===== src/rtl/nrdiv_pkg.sv =====
package nrdiv_pkg;

  // Action the next accepted step performs.
  typedef enum logic [1:0] {
    K_LOAD = 2'd0,
    K_ITER = 2'd1,
    K_CORR = 2'd2,
    K_FIX  = 2'd3
  } step_kind_t;

endpackage


===== src/rtl/nrdiv_seq.sv =====
module nrdiv_seq
  import nrdiv_pkg::*;
#(
  parameter int unsigned ITERS = 16
) (
  input  logic       clk,
  input  logic       rst_n,
  input  logic       step,
  output step_kind_t kind,
  output logic       busy,
  output logic       done
);

  localparam int unsigned LAST = ITERS + 3;
  localparam int unsigned CW   = $clog2(LAST + 1);
  localparam logic [CW-1:0] PH_LAST = CW'(LAST);
  localparam logic [CW-1:0] PH_ITER = CW'(ITERS);
  localparam logic [CW-1:0] PH_CORR = CW'(ITERS + 1);
  localparam logic [CW-1:0] PH_ONE  = CW'(1);

  logic [CW-1:0] ph_q, ph_d;

  always_comb begin
    if (ph_q == '0 || ph_q == PH_LAST) begin
      kind = K_LOAD;
    end else if (ph_q <= PH_ITER) begin
      kind = K_ITER;
    end else if (ph_q == PH_CORR) begin
      kind = K_CORR;
    end else begin
      kind = K_FIX;
    end
    ph_d = (kind == K_LOAD) ? PH_ONE : ph_q + PH_ONE;
  end

  always_ff @(posedge clk or negedge rst_n) begin
    if (!rst_n) begin
      ph_q <= '0;
    end else if (step) begin
      ph_q <= ph_d;
    end
  end

  assign busy = (ph_q != '0) && (ph_q != PH_LAST);
  assign done = (ph_q == PH_LAST);

endmodule


===== src/rtl/nrdiv_prep.sv =====
module nrdiv_prep #(
  parameter int unsigned QW = 16
) (
  input  logic [2*QW-1:0] dividend,
  input  logic [QW-1:0]   divisor,
  input  logic            sgn,
  input  logic            wide,
  output logic [QW-1:0]   hi,
  output logic [QW-1:0]   lo,
  output logic [QW-1:0]   dmag,
  output logic            neg_q,
  output logic            neg_r,
  output logic            ovf
);

  localparam int unsigned DW = 2 * QW;

  logic          n_neg, d_neg;
  logic [DW-1:0] n_full, n_mag;

  always_comb begin
    n_neg  = sgn & (wide ? dividend[DW-1] : dividend[QW-1]);
    d_neg  = sgn & divisor[QW-1];
    n_full = wide ? dividend
                  : {{QW{sgn & dividend[QW-1]}}, dividend[QW-1:0]};
    n_mag  = n_neg ? (~n_full + DW'(1)) : n_full;
    dmag   = d_neg ? (~divisor + QW'(1)) : divisor;
    hi     = n_mag[DW-1:QW];
    lo     = n_mag[QW-1:0];
    neg_q  = n_neg ^ d_neg;
    neg_r  = n_neg;
    // Upper half not below divisor: quotient needs more than QW bits
    // (also covers a zero divisor).
    ovf    = (hi >= dmag);
  end

endmodule


===== src/rtl/nrdiv_step.sv =====
module nrdiv_step #(
  parameter int unsigned QW = 16
) (
  input  logic [QW+1:0] p_in,
  input  logic [QW-1:0] a_in,
  input  logic [QW-1:0] d_in,
  output logic [QW+1:0] p_out,
  output logic [QW-1:0] a_out
);

  localparam int unsigned PW = QW + 2;

  logic [PW-1:0] p_sh, d_ext, sum;

  always_comb begin
    p_sh  = {p_in[PW-2:0], a_in[QW-1]};
    d_ext = {2'b00, d_in};
    sum   = p_in[PW-1] ? (p_sh + d_ext) : (p_sh - d_ext);
    p_out = sum;
    a_out = {a_in[QW-2:0], ~sum[PW-1]};
  end

endmodule


===== src/rtl/nrdiv_fix.sv =====
module nrdiv_fix #(
  parameter int unsigned QW = 16
) (
  input  logic [QW-1:0] a_in,
  input  logic [QW-1:0] r_in,
  input  logic          neg_q,
  input  logic          neg_r,
  input  logic          sgn,
  output logic [QW-1:0] q_out,
  output logic [QW-1:0] r_out,
  output logic          ovf
);

  localparam logic [QW-1:0] HALF = {1'b1, {(QW-1){1'b0}}};

  always_comb begin
    q_out = neg_q ? (~a_in + QW'(1)) : a_in;
    r_out = neg_r ? (~r_in + QW'(1)) : r_in;
    ovf   = sgn & (neg_q ? (a_in > HALF) : (a_in >= HALF));
  end

endmodule


===== src/rtl/nrdiv_top.sv =====
module nrdiv_top
  import nrdiv_pkg::*;
#(
  parameter int unsigned QW = 16
) (
  input  logic            clk,
  input  logic            rst_n,
  input  logic            step,
  input  logic            signed_mode,
  input  logic            wide_mode,
  input  logic [2*QW-1:0] dividend,
  input  logic [QW-1:0]   divisor,
  output logic [QW-1:0]   quotient,
  output logic [QW-1:0]   remainder,
  output logic            busy,
  output logic            done,
  output logic            error
);

  localparam int unsigned PW = QW + 2;

  // Reset: asynchronous assertion, synchronous release.
  logic [1:0] rs_q;
  logic       rst_core_n;

  always_ff @(posedge clk or negedge rst_n) begin
    if (!rst_n) begin
      rs_q <= '0;
    end else begin
      rs_q <= {rs_q[0], 1'b1};
    end
  end
  assign rst_core_n = rs_q[1];

  step_kind_t kind;

  nrdiv_seq #(.ITERS(QW)) u_seq (
    .clk   (clk),
    .rst_n (rst_core_n),
    .step  (step),
    .kind  (kind),
    .busy  (busy),
    .done  (done)
  );

  logic [QW-1:0] pr_hi, pr_lo, pr_dmag;
  logic          pr_negq, pr_negr, pr_ovf;

  nrdiv_prep #(.QW(QW)) u_prep (
    .dividend (dividend),
    .divisor  (divisor),
    .sgn      (signed_mode),
    .wide     (wide_mode),
    .hi       (pr_hi),
    .lo       (pr_lo),
    .dmag     (pr_dmag),
    .neg_q    (pr_negq),
    .neg_r    (pr_negr),
    .ovf      (pr_ovf)
  );

  // Architecturally visible state.
  logic [PW-1:0] p_q, p_d;
  logic [QW-1:0] a_q, a_d;
  logic [QW-1:0] d_q, d_d;
  logic          negq_q, negq_d, negr_q, negr_d, sgn_q, sgn_d, err_q, err_d;

  logic [PW-1:0] it_p;
  logic [QW-1:0] it_a;

  nrdiv_step #(.QW(QW)) u_step (
    .p_in  (p_q),
    .a_in  (a_q),
    .d_in  (d_q),
    .p_out (it_p),
    .a_out (it_a)
  );

  logic [QW-1:0] fx_q, fx_r;
  logic          fx_ovf;

  nrdiv_fix #(.QW(QW)) u_fix (
    .a_in  (a_q),
    .r_in  (p_q[QW-1:0]),
    .neg_q (negq_q),
    .neg_r (negr_q),
    .sgn   (sgn_q),
    .q_out (fx_q),
    .r_out (fx_r),
    .ovf   (fx_ovf)
  );

  always_comb begin
    p_d    = p_q;
    a_d    = a_q;
    d_d    = d_q;
    negq_d = negq_q;
    negr_d = negr_q;
    sgn_d  = sgn_q;
    err_d  = err_q;
    unique case (kind)
      K_LOAD: begin
        p_d    = {2'b00, pr_hi};
        a_d    = pr_lo;
        d_d    = pr_dmag;
        negq_d = pr_negq;
        negr_d = pr_negr;
        sgn_d  = signed_mode;
        err_d  = pr_ovf;
      end
      K_ITER: begin
        p_d = it_p;
        a_d = it_a;
      end
      K_CORR: begin
        if (p_q[PW-1]) begin
          p_d = p_q + {2'b00, d_q};
        end
      end
      K_FIX: begin
        a_d   = fx_q;
        p_d   = {2'b00, fx_r};
        err_d = err_q | fx_ovf;
      end
    endcase
  end

  always_ff @(posedge clk or negedge rst_core_n) begin
    if (!rst_core_n) begin
      p_q    <= '0;
      a_q    <= '0;
      d_q    <= '0;
      negq_q <= 1'b0;
      negr_q <= 1'b0;
      sgn_q  <= 1'b0;
      err_q  <= 1'b0;
    end else if (step) begin
      p_q    <= p_d;
      a_q    <= a_d;
      d_q    <= d_d;
      negq_q <= negq_d;
      negr_q <= negr_d;
      sgn_q  <= sgn_d;
      err_q  <= err_d;
    end
  end

  assign quotient  = a_q;
  assign remainder = p_q[QW-1:0];
  assign error     = err_q;

endmodule


===== config.mk =====
export PLATFORM = sky130hd
export DESIGN_NAME = nrdiv_top
export DESIGN_NICKNAME = d
export VERILOG_FILES = /design/src/rtl/nrdiv_pkg.sv /design/src/rtl/nrdiv_seq.sv /design/src/rtl/nrdiv_prep.sv /design/src/rtl/nrdiv_step.sv /design/src/rtl/nrdiv_fix.sv /design/src/rtl/nrdiv_top.sv
export SDC_FILE = /design/constraint.sdc
export NUM_CORES = 1
export LEC_CHECK = 0
export BUFFER_PORTS_ARGS = -buffer_cell sky130_fd_sc_hd__buf_2
export CAP_MARGIN = 5
export CELL_PAD_IN_SITES_DETAIL_PLACEMENT = 1
export CELL_PAD_IN_SITES_GLOBAL_PLACEMENT = 1
export CORE_ASPECT_RATIO = 1.25
export CORE_MARGIN = 8
export CORE_UTILIZATION = 48
export DETAILED_ROUTE_END_ITERATION = 6
export GPL_TIMING_DRIVEN = 0
export HOLD_SLACK_MARGIN = 0.03
export PLACE_DENSITY_LB_ADDON = 0.1
export SLEW_MARGIN = 40
export SYNTH_ARGS = -nofsm -noshare
export SYNTH_HDL_FRONTEND = slang
export SYNTH_SLANG_ARGS = --single-unit

===== constraint.sdc =====
create_clock -name clk -period 2.92 [get_ports clk]
set_input_delay 0.438 -clock clk [delete_from_list [all_inputs] [get_ports clk]]
set_output_delay 0.438 -clock clk [all_outputs]
set_load 0.01 [all_outputs]

==> impl_metrics.json, run 1 <==
{
  "synth_seq_cells": 61,
  "multi_input_area_sq_um": 6080,
  "grt_max_degree": 33,
  "rsz0062_at_grt": "true",
  "maxCapViolations": 0,
  "post_drt_wl_per_cell_um": 26.2,
  "path_cells": "buf_6 -> nor3_4 -> nand3b_1 -> buf_6 -> nor3b_4 -> nor2_2 -> xnor2_1 -> ha_1 -> nor2_1 -> o211ai_1 -> o211ai_1 -> buf_4 -> o22ai_4 -> o22ai_2 -> xnor2_2 -> o221ai_1",
  "power_density_nw_per_um2": 1550,
  "netlist_top_cells_area": "dfrtp_1 21%, ha_1 11%, xnor2_1 5.8%, a21oi_1 5.8%, o21ai_0 5.5%",
  "num_vias": 8700,
  "grt_use_total_pct": 29.1,
  "yosys.area.top_type": "dfrtp_1",
  "regArea_sq_um": 1540,
  "cpPeakStageDelay_ns": 0.43,
  "p_leak_nw": 4.06,
  "crit_family": "compound AO/OA/AOI/OAI gates",
  "portBuffers": 85,
  "max_slew_margin_pct": 42.5,
  "critPathArrivalTime_ns": 3.69,
  "via_per_inst": 6.84,
  "path_clk_slew_ns": 0.07,
  "crit_fanout": 5,
  "synth-edff-count": 0,
  "cts_sinks": 61,
  "postSynthNetCount": 1047,
  "status": "finished, violations left",
  "drt_pass1_iterations": 5,
  "min_period_ns": 3.49,
  "area.growth.synth_to_final_pct": 32.8,
  "core-area_sq_um": 14800,
  "drt_drc_violations_left": 0,
  "clockRootBuffer": "clkbuf_16",
  "fin_crit_sh_pct": 119,
  "vdd_ir_drop_max_mv": 0.564,
  "path_class": "register to register",
  "clock.fmax_ghz": 0.287,
  "diodes": 0,
  "insertion_delay_ns": 0.35,
  "dp_hpwl_um": 21500,
  "overflow": 0,
  "yosys.cell_types.count": 75,
  "start_kind": "register",
  "synthCells": 930,
  "io_pins": 88,
  "setup_viol": 15,
  "place_congestion": 0.953,
  "yosys.area.top_type_share_pct": 21.2,
  "std_cell_rows": 50,
  "violations": "setup timing",
  "drive_gt1_share_pct": 30.8,
  "ant_nets": 0,
  "cts_buffer_depth": 2,
  "dp_cells": 1198,
  "die_w_um": 126,
  "yosysWarnings": 0,
  "async_reset_ff_share_pct": 100,
  "synth_top_flop_cell": "dfrtp_1",
  "worst_setup_path_end_kind": "register",
  "grt_first_pass_wirelength_um": 44800,
  "grt_antenna_before_repair": 0,
  "cpMaxStageDelayCell": "dfrtp_2",
  "yosysSeqAreaShare_pct": 21.2,
  "worst_slew_pin_slew_ns": 0.855,
  "fin_nets": 1202,
  "initial_core_util_pct": 48.7,
  "syn_area_sq_um": 7210,
  "wl_um": 33300,
  "die-area_sq_um": 19200,
  "cts_htree_levels": 3,
  "drt-initial-drc-count": 552,
  "syn_avg_cell_area_sq_um": 7.76,
  "grt_pass1_vias": 8624,
  "worstPathRequired_ns": 3.12,
  "fill_cells": 1780,
  "clock_skew_ns": 0.0185,
  "maxSlewViolCount": 0,
  "cts_tree": "built",
  "hold_path.class": "register to asynchronous set/reset pin",
  "numCtsBuffers": 9,
  "cp.buffers_inverters": 3,
  "final_cells": 1272,
  "finalHoldViolations": 0,
  "worst_slack_ns": -0.568,
  "die_y_um": 153,
  "fin_total_pwr_mw": 14.9
}
-- cell type report --
cell class | instances | area share, %
tap | 182 | 2.38
clock inverter | 4 | 0.496
buffer | 46 | 3.49
inverter | 35 | 1.46
multi-input combinational | 783 | 63.4
sequential | 61 | 16.0
timing repair buffer | 149 | 10.1
clock buffer | 12 | 2.57
-- path summary, 6_finish.rpt --
path | startpoint | cells after the start | end | slack (ns)
min in group clk | rs_q[0]$_DFF_PN0_ | 0 | rs_q[1]$_DFF_PN0_ | 0.37
max in group asynchronous | rs_q[1]$_DFF_PN0_ | 1 | d_q[0]$_DFFE_PN0P_ | 2.07
hold / removal | rs_q[1]$_DFF_PN0_ | 0 | u_seq.ph_q[3]$_DFFE_PN0P_ | 0.28
setup / recovery | d_q[0]$_DFFE_PN0P_ | 16 | p_q[17]$_DFFE_PN0P_ | -0.57
hold reg to reg | rs_q[1]$_DFF_PN0_ | 0 | u_seq.ph_q[3]$_DFFE_PN0P_ | 0.28
setup reg to reg | d_q[0]$_DFFE_PN0P_ | 16 | p_q[17]$_DFFE_PN0P_ | -0.57
-- stage by stage --
step | utilization, % | setup WS (ns) | setup TNS [ns] | hold slack [ns] | instance area, sq um
after floorplan | - | -0.167 | -0.167 | 0.142 | 7260
after global placement | 53.3 | -1.09 | -34.43 | 0.223 | 7910
after detailed placement | 53.5 | -1.15 | -36.68 | 0.225 | 7940
after CTS | 60.2 | -0.355 | -2.69 | 0.292 | 8930
after global routing | 64.6 | -0.718 | -7.25 | 0.313 | 9580
final | 64.6 | -0.568 | -4.94 | 0.278 | 9580
-- report_power, final --
group	total [mW]	switching (mW)	internal (mW)	leakage, nW
Sequential	2.15	0.901	1.25	0.745
Clock	1.11	0.426	0.682	0.143
Combinational	11.6	6.64	4.96	3.18
Total	14.9	7.97	6.89	4.06
-- synthesized netlist by cell type, types with 4 or more instances --
| library cell | instances |
|---|---|
| xnor2_1 | 48 |
| a31oi_1 | 9 |
| o22ai_1 | 10 |
| ha_1 | 62 |
| a221o_1 | 4 |
| o21ai_0 | 79 |
| inv_1 | 33 |
| o21a_1 | 7 |
| nor3_1 | 18 |
| o41ai_1 | 4 |
| and3_1 | 7 |
| xor2_1 | 40 |
| o21bai_1 | 5 |
| nor2_1 | 80 |
| nand2b_1 | 17 |
| nor3b_1 | 4 |
| mux2i_1 | 10 |
| a211oi_1 | 15 |
| o211ai_1 | 11 |
| a21o_1 | 15 |
| o221ai_1 | 9 |
| nor2b_1 | 8 |
| buf_4 | 16 |
| nand3_1 | 21 |
| nand3b_1 | 7 |
| nor4_1 | 13 |
| dfrtp_1 | 61 |
| clkbuf_1 | 35 |
| or3_1 | 11 |
| o31ai_1 | 14 |
| or4_1 | 8 |
| nand2_1 | 86 |
| a21oi_1 | 83 |
| a221oi_1 | 18 |
-- cells in the final DEF, fill, tap and decap left out, types with 19 or more instances in the layout --
| cell | synthesis | routed |
|---|---|---|
| nand2_1 | 86 | 81 |
| inv_1 | 33 | 29 |
| xnor2_1 | 48 | 41 |
| xor2_1 | 40 | 37 |
| nor2_1 | 80 | 73 |
| o21ai_0 | 79 | 66 |
| nand3_1 | 21 | 19 |
| dfrtp_1 | 61 | 56 |
| a21oi_1 | 83 | 67 |
| buf_4 | 16 | 75 |
| buf_2 | 0 | 83 |
| ha_1 | 62 | 45 |
-- what timing repair did --
item	CTS	global route
setup endpoints to repair	54	53
resized for setup	114	112
buffers inserted	36	25
hold buffers	1	0
pin swaps	40	70
cloned	0	1
endpoints found under the hold margin	2	0
-- cell families (layout without fill, tap and decap cells) --
group           after synthesis  after routing  synth area share [%]
compound gates              317            317                  28.7
xor+xnor                     88             88                  10.7
fa+ha+maj                    64             64                  11.3
buf+inv                      86            246                  5.31
flops                        61             61                  21.2
mux                          12             12                  1.70
other cells                   1              1                0.0520
simple gates                301            301                  21.1
-- sequential cells by signal, summed over array words and instances (netlist names) --
| register | cells |
|---|---|
| sgn_q | 1 |
| rs_q | 2 |
| u_seq.ph_q | 5 |
| error | 1 |
| negq_q | 1 |
| p_q | 18 |
| quotient | 16 |
| negr_q | 1 |
| d_q | 16 |
-- metal layers --
layer / GRT usage (%) / wire length [um]
met5: 0 / 0
met4: 16.6 / 2280
met3: 4.56 / 2240
met2: 52.9 / 16400
met1: 31.3 / 12300
(Power assumes the default switching activity.)
==> inputs of run 2 (changes only) <==
--- a/config.mk
+++ b/config.mk
@@ -10,10 +10,8 @@
 export CELL_PAD_IN_SITES_DETAIL_PLACEMENT = 1
 export CELL_PAD_IN_SITES_GLOBAL_PLACEMENT = 1
 export CORE_ASPECT_RATIO = 1.25
-export CORE_MARGIN = 8
 export CORE_UTILIZATION = 48
 export DETAILED_ROUTE_END_ITERATION = 6
-export GPL_TIMING_DRIVEN = 0
 export HOLD_SLACK_MARGIN = 0.03
 export PLACE_DENSITY_LB_ADDON = 0.1
 export SLEW_MARGIN = 40
==> impl_metrics.json, run 2 <==
{
  "portBuffers": 87,
  "overflow": 1201,
  "yosys.area.top_type_share_pct": 21.2,
  "synth_top_flop_cell": "dfrtp_1",
  "place_ws_ns": -0.631,
  "numCtsBuffers": 9,
  "cts_buffer_depth": 2,
  "cts_sinks": 61,
  "crit_endpoint": "p_q[16]$_DFFE_PN0P_/D",
  "synth_seq_cells": 61,
  "error": "[ERROR GRT-0232] Routing congestion too high. Check the congestion heatmap in the GUI.",
  "status": "aborted with a tool error",
  "synthCells": 930,
  "lastStage": "5_1_grt",
  "die_y_um": 139,
  "async_reset_ff_share_pct": 100,
  "grt_use_total_pct": 96.1,
  "yosys.cell_types.count": 75,
  "yosysWarnings": 0,
  "std_cell_rows": 49,
  "dp_hpwl_um": 26300,
  "io_pins": 88,
  "syn_avg_cell_area_sq_um": 7.76,
  "cts_htree_levels": 3,
  "netlist_top_cells_area": "dfrtp_1 21%, ha_1 11%, xnor2_1 5.8%, a21oi_1 5.8%, o21ai_0 5.5%",
  "yosysSeqAreaShare_pct": 21.2,
  "place_congestion": 0.967,
  "worst_endpoint_kind": "register input",
  "clockRootBuffer": "clkbuf_16",
  "syn_area_sq_um": 7210,
  "synth_most_common_cell": "nand2_1",
  "netlist_top_cells_count": "86 x nand2_1, 83 x a21oi_1, 80 x nor2_1",
  "die_w_um": 112,
  "postSynthNetCount": 1047,
  "grt_max_degree": 40,
  "yosys.area.top_type": "dfrtp_1",
  "synth-edff-count": 0,
  "initial_core_util_pct": 49.7
}
run 2: cell counts after synthesis:
Identical to the previous run, type by type.
run 2: cells by family after synthesis:
kind of cell             count (synthesis)  share of synthesized area [%]
AO/OA/AOI/OAI                          317                           28.7
AND/OR/NAND/NOR                        301                           21.1
XOR/XNOR                                88                           10.7
buffers and inverters                   86                           5.31
adder cells (fa/ha/maj)                 64                           11.3
flip-flops                              61                           21.2
multiplexers                            12                           1.70
other                                    1                         0.0520
run 2: through the flow:
stage / hold WS, ns / utilization [%] / cells / cell area, sq um / TNS [ns]
after CTS: 0.337 / 67.9 / 1363 / 9860 / -3.33
after global placement: 0.222 / 62.8 / 1333 / 9120 / -3.33
after floorplan: 0.142 / - / 930 / 7260 / -0.167
after detailed placement: 0.224 / 62.8 / 1333 / 9120 / -6.13
run 2: repair_timing:
action / in CTS
setup endpoints to repair: 26
setup buffers: 15
gates resized for setup: 77
pin swaps: 40
hold buffers: 1
endpoints found under the hold margin: 2
run 2: layer usage:
layer,track usage (%),overflow
met1,87.8,12
met2,128,924
met3,70.6,12
met4,108,253
met5,14.3,0
==> inputs of run 3 (changes only) <==
--- a/config.mk
+++ b/config.mk
@@ -7,13 +7,9 @@
 export LEC_CHECK = 0
 export BUFFER_PORTS_ARGS = -buffer_cell sky130_fd_sc_hd__buf_2
 export CAP_MARGIN = 5
-export CELL_PAD_IN_SITES_DETAIL_PLACEMENT = 1
-export CELL_PAD_IN_SITES_GLOBAL_PLACEMENT = 1
-export CORE_ASPECT_RATIO = 1.25
-export CORE_UTILIZATION = 48
+export CORE_UTILIZATION = 35
 export DETAILED_ROUTE_END_ITERATION = 6
-export HOLD_SLACK_MARGIN = 0.03
-export PLACE_DENSITY_LB_ADDON = 0.1
+export PLACE_DENSITY_LB_ADDON = 0.15
 export SLEW_MARGIN = 40
 export SYNTH_ARGS = -nofsm -noshare
 export SYNTH_HDL_FRONTEND = slang
==> impl_metrics.json, run 3 (same netlist as run 1, synthesis figures left out) <==
{
  "status": "finished, violations left",
  "violations": "setup timing",
  "grt_pass1_vias": 7510,
  "maxSlewViolCount": 0,
  "drt_pass1_iterations": 5,
  "grt_max_degree": 37,
  "clock.fmax_ghz": 0.304,
  "fill_cells": 2004,
  "worst_setup_path_end_kind": "register",
  "cts_tree": "built",
  "num_vias": 7992,
  "numCtsBuffers": 9,
  "path_class": "register to register",
  "setup_viol": 11,
  "rsz0062_at_grt": "true",
  "max_slew_margin_pct": 58.9,
  "insertion_delay_ns": 0.34,
  "die-area_sq_um": 21200,
  "path_clk_slew_ns": 0.06,
  "grt_antenna_before_repair": 0,
  "critPathArrivalTime_ns": 3.52,
  "ant_nets": 0,
  "overflow": 0,
  "post_drt_wl_per_cell_um": 17.7,
  "final_common_cell": "buf_4",
  "final_cell_mix": "191 x buf_4, 87 x buf_2, 84 x nand2_1, 75 x a21oi_1, 75 x nor2_1",
  "dp_hpwl_um": 20300,
  "core-area_sq_um": 20200,
  "place_congestion": 0.920,
  "drt-initial-drc-count": 509,
  "maxCapViolations": 0,
  "worst_slack_ns": -0.369,
  "cts_sinks": 61,
  "portBuffers": 87,
  "dp_cells": 1414,
  "largest_reg_flops": 18,
  "grt_use_total_pct": 24.3,
  "clockRootBuffer": "clkbuf_16",
  "drive_gt1_share_pct": 32.4,
  "fin_nets": 1297,
  "finalHoldViolations": 0,
  "wl_um": 25800,
  "power_density_nw_per_um2": 1420,
  "hold_path.class": "register to asynchronous set/reset pin",
  "clock_skew_ns": 0.00920,
  "die_w_um": 146,
  "initial_core_util_pct": 35.7,
  "start_kind": "register",
  "final_cells": 1455,
  "io_pins": 88,
  "drt_drc_violations_left": 0,
  "diodes": 0,
  "cts_htree_levels": 3,
  "crit_fanout": 3,
  "vdd_ir_drop_max_mv": 0.424,
  "tns_ns": -2.22,
  "std_cell_rows": 52,
  "area.growth.synth_to_final_pct": 39.5,
  "worst_slew_pin_slew_ns": 0.617,
  "via_per_inst": 5.49,
  "cts_buffer_depth": 2,
  "min_period_ns": 3.29,
  "grt_first_pass_wirelength_um": 40600,
  "regMostFlops": "p_q",
  "rrSetupSlack_ns": -0.37,
  "worstPathRequired_ns": 3.15,
  "fin_crit_sh_pct": 113,
  "die_y_um": 146,
  "p_leak_nw": 4.49
}
[run 3: report_power, final]
group / leakage (nW) / internal [mW] / switching, mW
Sequential: 0.748 / 1.25 / 0.677
Combinational: 3.58 / 5.21 / 5.87
Clock: 0.165 / 0.856 / 0.431
Total: 4.49 / 7.32 / 6.97
[run 3: path summary, 6_finish.rpt]
kind | startpoint | to | depth (start not counted)
max in group asynchronous | rs_q[1]$_DFF_PN0_ | d_q[0]$_DFFE_PN0P_ | 1
worst min register to register | rs_q[1]$_DFF_PN0_ | u_seq.ph_q[3]$_DFFE_PN0P_ | 0
worst max-delay path | d_q[2]$_DFFE_PN0P_ | p_q[13]$_DFFE_PN0P_ | 13
worst min-delay path | rs_q[1]$_DFF_PN0_ | u_seq.ph_q[3]$_DFFE_PN0P_ | 0
min in group clk | rs_q[0]$_DFF_PN0_ | rs_q[1]$_DFF_PN0_ | 0
worst max register to register | d_q[2]$_DFFE_PN0P_ | p_q[13]$_DFFE_PN0P_ | 13
[run 3: timing repair]
item / 4_1_cts / 5_1_grt
hold buffers: 1 / 0
gates cloned: 0 / 1
resized for setup: 37 / 49
buffers inserted: 13 / 12
pin swaps: 23 / 22
endpoints found under the setup margin: 17 / 35
endpoints found under the hold margin: 2 / 0
[run 3: worst max-delay path, stage by stage, from the launching register on]
cell,delay (ns)
dfrtp_1,0.40
nor3_4,0.23
nand3b_1,0.22
nor3b_2,0.28
nor2_1,0.08
xnor2_1,0.27
ha_1,0.31
or3_1,0.35
o211ai_1,0.10
buf_4,0.16
o31ai_4,0.07
xor2_1,0.16
a2111o_1,0.42
o221a_1,0.13
[run 3: layout make-up]
class	instances	area, sq um	area share [%]
clock buffers	10	239	2.37
flip-flops and latches	61	1530	15.2
inverters	35	135	1.34
repair buffers	289	2010	20.0
repair inverters	1	7.51	0.0746
well taps	270	338	3.36
clock inverters	6	110	1.09
multi-input cells	783	5690	56.5
[run 3: per-stage QoR]
stage                     instance area (sq um)  utilization, %  hold WS (ns)  power (mW)  setup slack [ns]
after floorplan                            7260               -         0.142        7.93            -0.167
after global placement                     9140            45.2         0.225        11.5            -0.533
after detailed placement                   9140            45.2         0.225        11.6            -0.549
after CTS                                  9750            48.2         0.298        13.4            -0.280
after global routing                      10100            49.7         0.324        15.5            -0.519
final                                     10100            49.7         0.280        14.3            -0.369
[run 3: routing by layer]
| layer | GRT usage, % | wire length (um) |
|---|---|---|
| met4 | 5.63 | 369 |
| met2 | 37.6 | 11600 |
| met5 | 0 | 0 |
| met1 | 35.5 | 12500 |
| met3 | 3.35 | 1420 |
